--- src/rtl/arbPkg.sv ---
package arbPkg;

  typedef enum logic [1:0] {
    ST_PRIM = 2'd0,
    ST_SEC  = 2'd1,
    ST_DEAD = 2'd2
  } arbState_t;

  // strobes from control to datapath
  typedef struct packed {
    logic takeWinner;  // latch the picked secondary as owner and grant it
    logic dropSec;     // clear every secondary grant
    logic primOn;      // grant the primary
    logic primOff;     // remove the primary grant
  } arbStrobe_t;

endpackage

--- src/rtl/rrPicker.sv ---
module rrPicker #(
  parameter int NUM_SEC = 4,
  localparam int IDX_W = (NUM_SEC > 1) ? $clog2(NUM_SEC) : 1
) (
  input  logic [NUM_SEC-1:0] reqVec,
  input  logic [IDX_W-1:0]   lastIdx,
  output logic [IDX_W-1:0]   winIdx,
  output logic               winValid
);

  always_comb begin
    int idx;
    winIdx   = '0;
    winValid = 1'b0;
    idx      = 0;
    for (int k = 1; k <= NUM_SEC; k++) begin
      idx = int'(lastIdx) + k;
      if (idx >= NUM_SEC) idx = idx - NUM_SEC;
      if (!winValid && reqVec[idx]) begin
        winValid = 1'b1;
        winIdx   = IDX_W'(idx);
      end
    end
  end

endmodule

--- src/rtl/arbPath.sv ---
module arbPath
  import arbPkg::*;
#(
  parameter int NUM_SEC = 4,
  localparam int IDX_W = (NUM_SEC > 1) ? $clog2(NUM_SEC) : 1
) (
  input  logic               clk,
  input  logic               rstN,
  input  logic [NUM_SEC-1:0] secReq,
  input  arbStrobe_t         strobe,
  output logic               anyReq,
  output logic               ownerReq,
  output logic [NUM_SEC-1:0] secGnt,
  output logic               primGnt
);

  logic [IDX_W-1:0] ownerIdx;
  logic [IDX_W-1:0] lastServed;
  logic [IDX_W-1:0] winIdx;
  logic             winValid;

  rrPicker #(.NUM_SEC(NUM_SEC)) picker (
    .reqVec  (secReq),
    .lastIdx (lastServed),
    .winIdx  (winIdx),
    .winValid(winValid)
  );

  assign anyReq   = winValid;
  assign ownerReq = secReq[ownerIdx];

  always_ff @(posedge clk or negedge rstN) begin
    if (!rstN) begin
      ownerIdx   <= '0;
      lastServed <= IDX_W'(NUM_SEC - 1);
      primGnt    <= 1'b1;
    end else begin
      if (strobe.takeWinner) begin
        ownerIdx   <= winIdx;
        lastServed <= winIdx;
      end
      if (strobe.primOn)       primGnt <= 1'b1;
      else if (strobe.primOff) primGnt <= 1'b0;
    end
  end

  for (genvar g = 0; g < NUM_SEC; g++) begin : gntBit
    always_ff @(posedge clk or negedge rstN) begin
      if (!rstN)                                     secGnt[g] <= 1'b0;
      else if (strobe.takeWinner)                    secGnt[g] <= (winIdx == IDX_W'(g));
      else if (strobe.dropSec)                       secGnt[g] <= 1'b0;
    end


    no_preempt_chk: assert property (@(posedge clk) disable iff (!rstN)
      (secGnt[g] && secReq[g]) |=> secGnt[g]);


    gnt_needs_req_chk: assert property (@(posedge clk) disable iff (!rstN)
      $rose(secGnt[g]) |-> $past(secReq[g]));
  end


  one_hot_chk: assert property (@(posedge clk) disable iff (!rstN)
    $onehot0({secGnt, primGnt}));


  dead_cycle_chk: assert property (@(posedge clk) disable iff (!rstN)
    ((|secGnt) && !(|(secGnt & secReq))) |=> (secGnt == '0 && !primGnt));

endmodule

--- src/rtl/arbCtrl.sv ---
module arbCtrl
  import arbPkg::*;
(
  input  logic       clk,
  input  logic       rstN,
  input  logic       anyReq,
  input  logic       ownerReq,
  input  logic       primBusy,
  output arbStrobe_t strobe
);

  arbState_t state, nextState;

  always_comb begin
    nextState = state;
    strobe    = '0;
    unique case (state)
      ST_PRIM: begin
        if (anyReq && !primBusy) begin
          strobe.takeWinner = 1'b1;
          strobe.primOff    = 1'b1;
          nextState         = ST_SEC;
        end
      end
      ST_SEC: begin
        if (!ownerReq) begin
          strobe.dropSec = 1'b1;
          nextState      = ST_DEAD;
        end
      end
      ST_DEAD: begin
        if (anyReq) begin
          strobe.takeWinner = 1'b1;
          nextState         = ST_SEC;
        end else begin
          strobe.primOn = 1'b1;
          nextState     = ST_PRIM;
        end
      end
      default: nextState = ST_PRIM;
    endcase
  end

  always_ff @(posedge clk or negedge rstN) begin
    if (!rstN) state <= ST_PRIM;
    else       state <= nextState;
  end


  busy_hold_chk: assert property (@(posedge clk) disable iff (!rstN)
    (state == ST_PRIM && primBusy) |=> (state == ST_PRIM));


  dead_exit_chk: assert property (@(posedge clk) disable iff (!rstN)
    (state == ST_DEAD) |=> (state != ST_DEAD));

endmodule

--- src/rtl/dmBusArbiter.sv ---
module dmBusArbiter
  import arbPkg::*;
#(
  parameter int NUM_SEC = 4
) (
  input  logic               clk,
  input  logic               rstN,
  input  logic [NUM_SEC-1:0] secReq,
  input  logic               primBusy,
  output logic [NUM_SEC-1:0] secGnt,
  output logic               primGnt
);

  arbStrobe_t strobe;
  logic       anyReq;
  logic       ownerReq;

  arbCtrl ctrl (
    .clk     (clk),
    .rstN    (rstN),
    .anyReq  (anyReq),
    .ownerReq(ownerReq),
    .primBusy(primBusy),
    .strobe  (strobe)
  );

  arbPath #(.NUM_SEC(NUM_SEC)) path (
    .clk     (clk),
    .rstN    (rstN),
    .secReq  (secReq),
    .strobe  (strobe),
    .anyReq  (anyReq),
    .ownerReq(ownerReq),
    .secGnt  (secGnt),
    .primGnt (primGnt)
  );


  reset_state_chk: assert property (@(posedge clk)
    !rstN |=> (primGnt && secGnt == '0));


  idle_park_chk: assert property (@(posedge clk) disable iff (!rstN)
    (primGnt && secReq == '0) |=> primGnt);

endmodule

--- config.mk ---
export PLATFORM = sky130hd
export DESIGN_NAME = dmBusArbiter
export DESIGN_NICKNAME = d
export VERILOG_FILES = /design/src/rtl/arbPkg.sv /design/src/rtl/rrPicker.sv /design/src/rtl/arbPath.sv /design/src/rtl/arbCtrl.sv /design/src/rtl/dmBusArbiter.sv
export SDC_FILE = /design/constraint.sdc
export NUM_CORES = 1
export LEC_CHECK = 0
export ABC_AREA = 1
export BUFFER_PORTS_ARGS = -buffer_cell sky130_fd_sc_hd__buf_2
export CORE_UTILIZATION = 50
export CTS_BUF_LIST = sky130_fd_sc_hd__clkbuf_16
export DETAILED_ROUTE_END_ITERATION = 12
export HOLD_SLACK_MARGIN = 0.02
export PLACE_DENSITY = 0.74
export SLEW_MARGIN = 20
export SYNTH_ARGS = -nofsm -noshare
export SYNTH_HDL_FRONTEND = slang
export SYNTH_SLANG_ARGS = --single-unit
--- constraint.sdc ---
create_clock -name clk -period 1.7 [get_ports clk]
set_clock_uncertainty 0.2 [all_clocks]
set_input_delay 0.17 -clock clk [delete_from_list [all_inputs] [get_ports clk]]
set_output_delay 0.17 -clock clk [all_outputs]
set_load 0.005 [all_outputs]
==> results.yml <==
routing:
  dr_wl_met3_um: 231
  drc: 2
  drt_wl_total_mm: 2.40
  drt-met1-wl_um: 975
  first_pass_iters: 8
  top_layer_used: "met4"
  first_iter_violations: 50
  wire_per_inst_um: 14.4
  dr_wl_met2_mm: 1.16
  via_count: 940
  drtAntennaViolNets: 0
  viasPerCell: 5.63
die:
  initial_core_util: 0.552
  die_w_um: 43.5
  dieHeight_um: 43.5
  ios: 12
  rows: 14
  die_area_um2: 1890
  core_area_um2: 1560
power_and_ir_drop:
  switching_share: 0.495
  p_total_mw: 2.73
  vdd_ir_drop_max_mv: 1.50
  p_seq_frac: 0.186
  power_leakage_nw: 0.627
  comb_power_share: 0.656
  p_clk_frac: 0.158
  p_per_area_nw_per_um2: 2400
  internal_power_mw: 1.38
  switching_power_mw: 1.35
timing:
  setup_viol: 10
  setup_tns_ps: -1390
  timing.final.crit_share: 1.12
  tightest_slew_ps: 562
  layout_setup_ws_ps: -203
  fmax_ghz: 0.525
  relSlewSlack: 0.625
  min_period_ps: 1900
  hold_viol: 0
  rsz0062_at_grt: "true"
  maxSlewViolCount: 0
  holdWs_ps: 96.1
clock_tree:
  max-clock-path-buffers: 2
  cts_made_buffers: 3
  cts_tree: "yes"
  cts_sinks: 11
  clock-root-buffer: "clkbuf_16"
  clk_latency_ps: 240
  clk_pin_slew_ps: 40
  htree_levels: 1
global_routing:
  grt_pass1_vias: 892
  grt_max_degree: 13
  grt_pass1_wl_mm: 3.86
  grt_use_total: 0.283
  grt-ovfl-total: 0
  antenna_found_initial: 0
synth:
  syn_avg_cell_area_um2: 6.62
  ys_seq_elements: 11
  yosys-top-cells-area: "nand2_1 27%, dfrtp_1 23%, dfstp_2 9.2%"
  ys_types: 22
  synth_top_area_frac: 0.275
  syn_nets: 137
  syn_area_um2: 861
  yosys_warnings: 0
  syn_inst: 130
  ys_seq_area_frac: 0.324
  yosys.area.top_type: "nand2_1"
cells_and_area:
  regArea_um2: 279
  drive_above_1_share: 0.371
  nets: 159
  fillers: 117
  area_growth_syn_to_layout_pct: 32.1
  insertedDiodeCount: 0
  multi_input_area_um2: 563
hold_path:
  min_path_type: "in -> reg"
  holdPathStages: 5
placement:
  globalplace.congestion: 0.840
  numPortBuffers: 11
  dp_hpwl_mm: 1.53
setup_path:
  end_kind: "flip-flop"
  crit_path_max_fanout: 12
  worst-setup-path-type: "reg -> reg"
  crit_required_ps: 1670
  start_kind: "flip-flop"
  reg2reg_depth: 11
  arrival_ps: 1880
run:
  maxCapViolCount: 0
run_status:
  violations: "design-rule violations, negative setup slack"
  status: "finished, violations left"
[synthesized netlist by cell type, drive strengths merged]
master,n
nand2,70
inv,12
o21ai,3
o31ai,1
nor2,7
buf,4
dfrtp,8
a21oi,4
nand3,15
dfstp,3
nand4,2
o211ai,1
[final timing paths]
kind | startpoint | endpoint | slack (ps)
min in group asynchronous | rstN | ctrl.state[0] | 120
max in group asynchronous | rstN | path.lastServed[0] | 910
worst max-delay path | path.lastServed[0] | path.secGnt[2] | -200
worst min-delay path | primBusy | path.primGnt | 100
worst max register to register | path.lastServed[0] | path.secGnt[2] | -200
worst min register to register | path.primGnt | path.primGnt | 260
[power by group through the flow]
stage | logic (mW) | clock network [mW] | registers, mW
after global placement | 1.47 | 0 | 0.488
after detailed placement | 1.49 | 0 | 0.495
after floorplan | 1.17 | 0 | 0.463
final | 1.79 | 0.431 | 0.508
after global routing | 1.95 | 0.451 | 0.515
after CTS | 1.64 | 0.431 | 0.502
[metrics by stage]
stage / setup slack (ps) / cells / cell area (um^2) / util
after global placement: -117 / 162 / 986 / 0.632
final: -203 / 167 / 1140 / 0.730
after floorplan: -17.1 / 130 / 872 / -
after detailed placement: -165 / 162 / 986 / 0.632
after CTS: -147 / 167 / 1110 / 0.713
after global routing: -252 / 167 / 1140 / 0.730
[logic make-up (layout without fill, tap and decap cells)]
group | count (synthesis) | in the layout | share of synthesized area
AOI/OAI and AO/OA | 9 | 9 | 0.0625
DFF | 11 | 11 | 0.324
and+or+nand+nor | 94 | 94 | 0.517
buffers and inverters | 16 | 37 | 0.0959
[layout by cell type, fill, tap and decap left out, drive strengths merged]
| master | n |
|---|---|
| clkbuf | 3 |
| o21ai | 3 |
| dlygate4sd3 | 1 |
| o211ai | 1 |
| nor2 | 7 |
| buf | 20 |
| nand4 | 2 |
| nand2 | 70 |
| dfrtp | 8 |
| nand3 | 15 |
| a21oi | 4 |
| inv | 13 |
| dfstp | 3 |
| o31ai | 1 |
[worst max-delay path: stages (launching register included)]
cell	delay [ps]
dfstp_2	580
buf_12	140
nand2_1	60
nand2_2	90
nand2_2	80
nand2_4	110
nor2_8	40
nand3_4	90
nand2_8	100
nor2_4	180
nand2_1	80
nand2_1	70
[registers in the layout (all words and copies together), names as in the netlist]
name	cells
path.secGnt	4
ctrl.state	2
path.lastServed	2
path.ownerIdx	2
path.primGnt	1
[per-layer routing]
| metal | track usage | vias to the layer above |
|---|---|---|
| met4 | 0.0813 | 0 |
| met3 | 0.0750 | 7 |
| met1 | 0.374 | 432 |
| met2 | 0.458 | 49 |
| met5 | 0 | - |
| li1 | - | 452 |
[final cells by class]
class | count | area share
timing repair buffer | 21 | 0.131
multi-input combinational | 103 | 0.495
clock inverter | 1 | 0.00330
inverter | 12 | 0.0418
tap | 16 | 0.0176
clock buffer | 3 | 0.0660
sequential | 11 | 0.245
[repair_timing]
| item | in CTS | in global routing |
|---|---|---|
| setup endpoints to repair | 10 | 10 |
| setup buffers | 0 | 0 |
| resized for setup | 10 | 8 |
| pin swaps | 1 | 3 |
| endpoints found under the hold margin | 11 | 0 |
| hold buffers | 1 | 0 |
(Power assumes the default switching activity.)
